===== src/rtl/dacrx_pkg.sv =====
package dacrx_pkg;
    localparam int WORD_BITS = 16;
    localparam int CTRL_BITS = 4;
    localparam int PAYLOAD_BITS = WORD_BITS - CTRL_BITS;
    localparam int PWR_BITS = 2;

    localparam logic [CTRL_BITS-1:0] CMD_LOAD = 4'h0;
    localparam logic [CTRL_BITS-1:0] CMD_PWR  = 4'hF;

    typedef enum logic [PWR_BITS-1:0] {
        MODE_ACTIVE    = 2'b00,
        MODE_FLOAT     = 2'b01,
        MODE_TERM_LOW  = 2'b10,
        MODE_TERM_HIGH = 2'b11
    } out_mode_e;
endpackage


===== src/rtl/dacrx_sync.sv =====
module dacrx_sync #(
    parameter int WIDTH  = 3,
    parameter int STAGES = 2,
    parameter logic [WIDTH-1:0] RESET_VAL = '0
) (
    input  logic             clk,
    input  logic             rst_n,
    input  logic [WIDTH-1:0] async_i,
    output logic [WIDTH-1:0] sync_o
);
    typedef struct packed {
        logic [STAGES-1:0][WIDTH-1:0] pipe;
    } sync_state_t;

    sync_state_t st_d, st_q;

    always_comb begin
        st_d = st_q;
        st_d.pipe[0] = async_i;
        for (int i = 1; i < STAGES; i++) begin
            st_d.pipe[i] = st_q.pipe[i-1];
        end
    end

    always_ff @(posedge clk or negedge rst_n) begin
        if (!rst_n) begin
            st_q.pipe <= {STAGES{RESET_VAL}};
        end else begin
            st_q <= st_d;
        end
    end

    assign sync_o = st_q.pipe[STAGES-1];
endmodule


===== src/rtl/dacrx_shifter.sv =====
module dacrx_shifter
    import dacrx_pkg::*;
(
    input  logic                 clk,
    input  logic                 rst_n,
    input  logic                 cs_n_s,
    input  logic                 sclk_s,
    input  logic                 sdi_s,
    output logic                 word_vld_o,
    output logic [WORD_BITS-1:0] word_o
);
    localparam int CNT_W = $clog2(WORD_BITS + 1);
    localparam logic [CNT_W-1:0] LAST_CNT = CNT_W'(WORD_BITS - 1);

    typedef struct packed {
        logic                 sclk_prev;
        logic [WORD_BITS-1:0] shreg;
        logic [CNT_W-1:0]     cnt;
        logic                 locked;
        logic                 vld;
        logic [WORD_BITS-1:0] word;
    } shift_state_t;

    shift_state_t st_d, st_q;
    logic fall;
    logic [WORD_BITS-1:0] shifted;

    always_comb begin
        st_d = st_q;
        st_d.vld = 1'b0;
        st_d.sclk_prev = sclk_s;
        fall = st_q.sclk_prev & ~sclk_s;
        shifted = {st_q.shreg[WORD_BITS-2:0], sdi_s};

        if (cs_n_s) begin
            st_d.cnt = '0;
            st_d.locked = 1'b0;
        end else if (fall && !st_q.locked) begin
            st_d.shreg = shifted;
            if (st_q.cnt == LAST_CNT) begin
                st_d.cnt = '0;
                st_d.locked = 1'b1;
                st_d.vld = 1'b1;
                st_d.word = shifted;
            end else begin
                st_d.cnt = st_q.cnt + 1'b1;
            end
        end
    end

    always_ff @(posedge clk or negedge rst_n) begin
        if (!rst_n) begin
            st_q <= '0;
        end else begin
            st_q <= st_d;
        end
    end

    assign word_vld_o = st_q.vld;
    assign word_o = st_q.word;
endmodule


===== src/rtl/dacrx_decode.sv =====
module dacrx_decode
    import dacrx_pkg::*;
#(
    parameter int DAC_BITS = 12
) (
    input  logic                 clk,
    input  logic                 rst_n,
    input  logic                 word_vld_i,
    input  logic [WORD_BITS-1:0] word_i,
    output logic [DAC_BITS-1:0]  code_o,
    output logic                 upd_o,
    output out_mode_e            mode_o
);
    typedef struct packed {
        logic [DAC_BITS-1:0] code;
        logic                upd;
        out_mode_e           mode;
    } dec_state_t;

    dec_state_t st_d, st_q;
    logic [DAC_BITS-1:0]  data_field;
    logic [CTRL_BITS-1:0] cmd;

    assign cmd = word_i[WORD_BITS-1 -: CTRL_BITS];

    generate
        if (DAC_BITS == PAYLOAD_BITS) begin : g_full
            assign data_field = word_i[DAC_BITS-1:0];
        end else begin : g_above_pwr
            assign data_field = word_i[DAC_BITS+PWR_BITS-1:PWR_BITS];
        end
    endgenerate

    always_comb begin
        st_d = st_q;
        st_d.upd = 1'b0;
        if (word_vld_i) begin
            if (cmd == CMD_LOAD) begin
                st_d.code = data_field;
                st_d.upd = 1'b1;
            end else if (cmd == CMD_PWR) begin
                st_d.mode = out_mode_e'(word_i[PWR_BITS-1:0]);
            end
        end
    end

    always_ff @(posedge clk or negedge rst_n) begin
        if (!rst_n) begin
            st_q.code <= '0;
            st_q.upd <= 1'b0;
            st_q.mode <= MODE_ACTIVE;
        end else begin
            st_q <= st_d;
        end
    end

    assign code_o = st_q.code;
    assign upd_o = st_q.upd;
    assign mode_o = st_q.mode;
endmodule


===== src/rtl/dac_cmd_rx.sv =====
module dac_cmd_rx
    import dacrx_pkg::*;
#(
    parameter int DAC_BITS    = 12,
    parameter int SYNC_STAGES = 2
) (
    input  logic                clk,
    input  logic                rst_n,
    input  logic                cs_n_i,
    input  logic                sclk_i,
    input  logic                sdi_i,
    output logic [DAC_BITS-1:0] dac_code_o,
    output logic                dac_upd_o,
    output logic [1:0]          out_mode_o
);
    logic [2:0] bus_s;
    logic word_vld;
    logic [WORD_BITS-1:0] word;
    out_mode_e mode;

    dacrx_sync #(
        .WIDTH    (3),
        .STAGES   (SYNC_STAGES),
        .RESET_VAL(3'b100)
    ) u_sync (
        .clk    (clk),
        .rst_n  (rst_n),
        .async_i({cs_n_i, sclk_i, sdi_i}),
        .sync_o (bus_s)
    );

    dacrx_shifter u_shift (
        .clk       (clk),
        .rst_n     (rst_n),
        .cs_n_s    (bus_s[2]),
        .sclk_s    (bus_s[1]),
        .sdi_s     (bus_s[0]),
        .word_vld_o(word_vld),
        .word_o    (word)
    );

    dacrx_decode #(
        .DAC_BITS(DAC_BITS)
    ) u_dec (
        .clk       (clk),
        .rst_n     (rst_n),
        .word_vld_i(word_vld),
        .word_i    (word),
        .code_o    (dac_code_o),
        .upd_o     (dac_upd_o),
        .mode_o    (mode)
    );

    assign out_mode_o = mode;
endmodule


===== config.mk =====
export PLATFORM = sky130hd
export DESIGN_NAME = dac_cmd_rx
export DESIGN_NICKNAME = d
export VERILOG_FILES = /design/src/rtl/dacrx_pkg.sv /design/src/rtl/dacrx_sync.sv /design/src/rtl/dacrx_shifter.sv /design/src/rtl/dacrx_decode.sv /design/src/rtl/dac_cmd_rx.sv
export SDC_FILE = /design/constraint.sdc
export NUM_CORES = 1
export LEC_CHECK = 0
export BUFFER_PORTS_ARGS = -buffer_cell sky130_fd_sc_hd__buf_2
export CAP_MARGIN = 20
export CORE_MARGIN = 5
export CORE_UTILIZATION = 35
export DETAILED_ROUTE_END_ITERATION = 8
export SLEW_MARGIN = 5
export SYNTH_ARGS = -nofsm -noshare
export SYNTH_HDL_FRONTEND = slang
export SYNTH_SLANG_ARGS = --single-unit

===== constraint.sdc =====
create_clock -name clk -period 2.45 [get_ports clk]
set_clock_uncertainty 0.15 [all_clocks]
set_input_delay 0.49 -clock clk [delete_from_list [all_inputs] [get_ports clk]]
set_output_delay 0.49 -clock clk [all_outputs]
set_load 0.005 [all_outputs]

==> After elaboration in Yosys (flattened, before gate mapping) <==
Index checks and enable logic that the tools add are counted.
{ "totals": {"elab_cells": 37, "input_bits": 5, "regBits": 60, "out_inout_bits": 15} }
{ "op_classes": {"add_sub_neg": 1, "eq_ne": 2, "muxes": 9, "reduce_logical": 10, "bitwise": 4} }
{ "op_table": {"columns": ["cell", "n"], "rows": [
  ["2-to-1 mux 23 bit", 1],
  ["2-to-1 mux 18 bit", 1],
  ["2-to-1 mux 17 bit", 1],
  ["2-to-1 mux 6 bit", 1],
  ["AND reduction 2 bit", 3],
  ["AND reduction 3 bit", 2],
  ["adder 5 x 1 -> 5 bit, second input constant", 1],
  ["== test 5 x 4 -> 1 bit, second input constant", 1],
  ["2-to-1 mux 5 bit", 1],
  ["== test 4 bit, second input constant", 1],
  ["zero test 4 bit", 1],
  ["2-to-1 mux 2 bit", 2],
  ["nonzero test 2 bit", 2],
  ["2-to-1 mux 3 bit", 1],
  ["NOT 1 bit", 3],
  ["bitwise AND 1 bit", 1],
  ["logical AND 1 bit", 1],
  ["zero test 1 bit", 1],
  ["2-to-1 mux 1 bit", 1]
]} }

==> Longest topological paths before layout <==
{ "depth": {"word_depth": 5, "mapped_depth": 5, "mapped_depth_nobuf": 4} }

==> Modules after synthesis <==
A second synthesis with hierarchy kept.
{ "hier_totals": {"hier_cells": 153, "area_unflattened_um2": 2374.8} }
{ "modules_own_cells": {"columns": ["module", "instances", "area_each_um2", "seq_area_each_um2", "cells_each"], "rows": [
  ["dacrx_shifter", 1, 1637.8, 975.9, 113],
  ["dacrx_decode", 1, 584.3, 375.4, 34],
  ["dacrx_sync", 1, 152.6, 152.6, 6]
]} }

==> Worst setup path before layout <==
No wires, ideal clock.
{ "synth_path": {"path_kind": "reg2reg", "from": "register u_sync.st_q (netlist bit u_sync.sync_o[1])", "to": "register u_shift.st_q (netlist bit u_shift.word_o[10])", "t_arrival_ns": 1.712, "required_ns": 2.175, "n_path_buf": 2, "synth_period_minus_slack_ns": 1.987, "path_stages_with_launch": 6, "setup_time_ns": 0.125, "setup_slack_ns": 0.463, "path_cell_list": "dfrtp_1 or3b_1 buf_6 nor3_4 buf_12 mux2_4"} }
{ "synth_between": {"elab_chain_len": 4} }
{ "synth_lines": {"columns": ["element", "line_no", "text"], "rows": [
  ["start, declared", "dacrx_sync.sv:15", "sync_state_t st_d, st_q;"],
  ["start signal, assigned", "dacrx_sync.sv:29", "st_q <= st_d;"],
  ["NOT 1 bit", "dacrx_shifter.sv:32", "fall = st_q.sclk_prev & ~sclk_s;"],
  ["bitwise AND 1 bit", "dacrx_shifter.sv:32", null],
  ["logical AND 1 bit", "dacrx_shifter.sv:38", "end else if (fall && !st_q.locked) begin"],
  ["AND reduction 3 bit (no line)", null, null],
  ["end signal, assigned", "dacrx_shifter.sv:55", "st_q <= st_d;"],
  ["end, declared", "dacrx_shifter.sv:24", "shift_state_t st_d, st_q;"]
]} }
Every way passes these cells.
A chain may end at the register's enable or synchronous reset.

==> Final worst setup path <==
{ "layout_path": {"from": "register u_sync.st_q (netlist bit u_sync.sync_o[1])", "to": "register u_shift.st_q (netlist bit u_shift.word_o[6])"} }
The elaborated chain is that of the path after synthesis.

==> flow_summary.toml <==
[status]
status = "finished clean"

[cells_and_area]
fill_cells = 569
area_growth_pct = 14.55
antenna_cells = 0
drive_gt1_frac = 0.5000
nNetsFinal = 173

[logic_synthesis]
synth-edff-count = 0
synth.distinct_cells = 30
syn-num-nets = 145
synth_commonest_cells = "dfrtp_1, mux2_2, mux2_4"
postSynthCellCount = 139
synth_top_area_cell = "dfrtp_1"
synth_ff_type = "dfrtp_1"
yosys.cell_count.top_type = "dfrtp_1"
syn_avg_cell_area_um2 = 16.45
synth_seq_cells = 60
netlist_area_um2 = 2287
synthTopCellsByArea = "dfrtp_1, mux2_2, mux2_4"
synth_warnings = 0
synthArstFlopShare = 1.000
yosysTopAreaCellShare = 0.6346
yosysSeqAreaShare = 0.6575

[detailed_routing]
routed_wl_um = 3529
drc = 0
vias_per_cell = 4.759
wl_per_cell_um = 14.17
drtIter0Drc = 66
ant_nets = 0
vias = 1185
drt_pass1_iterations = 4

[global_route]
grt_antenna_before_repair = 0
grt_pass1_wl_um = 6292
grt_overflow = 0
grt_start_max_net_pins = 61
use_met2 = 0.1483
busiest_layer = "met2"
use_met1 = 0.1161
use_met3 = 0.02833
track_usage = 0.09556
grt_pass1_vias = 1312

[cts]
cts_sinks = 60
clock_path_buffers = 2
cts_resized = 0
htreeDepth = 3
cts_setup_buffers = 0
clk_latency_ns = 0.32
ctsHoldBuffers = 0
cts.clk_slew.worst_paths_ns = 0.06
root_buffer = "clkbuf_8"
cts_tree = "built"
cts-buffers-inserted = 9

[die]
dieHeight_um = 90.84
initial_utilization = 0.3602
core_um2 = 6350
dieArea_um2 = 8252
num_rows = 29
die_x_um = 90.84
io_pins = 20

[placed_design]
io_buffers = 19
place_congestion = 0.7564
dpl.hpwl_um = 2383

[critical_path]
arrival_ns = 2.14
worstSetupPathType = "flop to flop"
cp_slowest_cell = "or3b_1"
required_ns = 2.50
cp_slowest_stage_delay_ns = 0.53
end_kind = "flop"
r2r_cells = 4
start_kind = "flop"
worstPathMaxFanout = 17
cp_cell_sequence = "or3b_1 > nor3_4 > buf_4 > mux2_2"

[power_and_ir_drop]
peakVddDrop_mv = 0.3456
comb_power_share = 0.050
clkPwrFrac = 0.376
seqPwrFrac = 0.574
leakagePower_uw = 0.001307
p_int_uw = 1509
finalPower_uw = 1934
swShare = 0.2198
power_density_nw_per_um2 = 738.2
p_sw_uw = 425.2

[timing]
maxSlewHeadroom = 0.5144
period_share = 0.8512
tns_ns = 0
hold_viol_final = 0
setup_viol = 0
fmax_mhz = 479.5
worst_pin_slew_ns = 0.7284
finalCriticalPeriod_ns = 2.086
drv_slew = 0
grt_setup_unrepaired = "no"

[worst_hold_path]
hold_path_depth = 1
min_path_type = "input port to flop"

[flow_run]
maxCapViolations = 0
## final timing paths
check                                     end  slack [ns]              from
setup / recovery            u_shift.word_o[6]        0.36  u_sync.sync_o[1]
hold / removal                 u_sync.st_d[5]        0.12            cs_n_i
min in group asynchronous      u_sync.st_d[3]        0.16             rst_n
setup reg to reg            u_shift.word_o[6]        0.36  u_sync.sync_o[1]
hold reg to reg              u_sync.sync_o[0]        0.20    u_sync.st_d[3]
max in group asynchronous  u_shift.shifted[5]        1.50             rst_n
## cell families (layout without fill, tap and decap cells)
logic type | Yosys count | in the layout | synth area share
xor gates and xnor gates | 1 | 1 | 0.003830
buffers and inverters | 7 | 40 | 0.02407
AOI/OAI and AO/OA | 5 | 5 | 0.01532
muxes | 45 | 45 | 0.2363
and+or+nand+nor | 20 | 20 | 0.05745
adders and majority gates | 1 | 1 | 0.005470
DFF | 60 | 60 | 0.6575
## flip-flops by register name, summed over array words and instances (netlist names)
| signal | count |
|---|---|
| u_shift.word_vld_o | 1 |
| u_shift.shifted | 15 |
| u_sync.st_d | 3 |
| u_dec.code_o | 12 |
| u_dec.mode_o | 2 |
| u_shift.word_o | 16 |
| u_dec.upd_o | 1 |
| u_sync.sync_o | 3 |
| u_shift.st_q | 7 |
## routing by layer
metal | wire (um) | vias up
li1 | - | 547
met1 | 1558 | 618
met2 | 1807 | 13
met3 | 112 | 7
met4 | 51 | 0
met5 | 0 | -
## final cells by class
type                       instances  area [um2]  share of cell area
sequential                        60        1504              0.5740
clock inverter                     2       10.01            0.003820
inverter                           1       3.754            0.001433
timing repair buffer              23       125.1             0.04776
clock buffer                      14       152.6             0.05826
multi-input combinational         72       728.2              0.2779
tap                               77       96.34             0.03677
## power by group through the flow
stage	Sequential (uW)	Combinational (uW)	Clock (uW)
after detailed placement	1130	99.9	0
final	1110	97.0	728
after CTS	1110	100	751
after global placement	1120	94.2	0
after floorplan	1110	71.7	0
after global routing	1120	113	800
## stage by stage
| stage | util | setup WS [ns] | hold WS, ns | instance area, um2 | instances |
|---|---|---|---|---|---|
| final | 0.4126 | 0.3645 | 0.1166 | 2620 | 249 |
| after global routing | 0.4126 | 0.2822 | 0.09285 | 2620 | 249 |
| after CTS | 0.4126 | 0.3552 | 0.09505 | 2620 | 249 |
| after detailed placement | 0.3870 | 0.3644 | 0.1917 | 2457 | 233 |
| after global placement | 0.3870 | 0.4359 | 0.1824 | 2457 | 233 |
| after floorplan | - | 0.4627 | 0.04441 | 2287 | 139 |
## cells in the final DEF, fill, tap and decap left out, drive strengths merged
cell    netlist  final
dfrtp        58     58
mux2         45     45
buf           4     23
clkbuf        2     14
nand3         4      4
nand2         3      3
nor2          3      3
a21oi         2      2
clkinv        0      2
dfstp         2      2
or3b          1      1
nand4b        1      1
nor3          1      1
nor4          1      1
and2          1      1
and3          1      1
o21ba         1      1
and4bb        1      1
inv           1      1
a311oi        1      1
or3           1      1
a31oi         1      1
xnor2         1      1
nor3b         1      1
nand3b        1      1
ha            1      1
## worst max-delay path, delay by kind of cell, from the launching register on
kind | cells | cell delay (ns)
simple gates | 2 | 0.72
flops | 1 | 0.41
mux | 1 | 0.37
buf+inv | 1 | 0.31
Note: power is estimated with default switching activity, not from simulation.
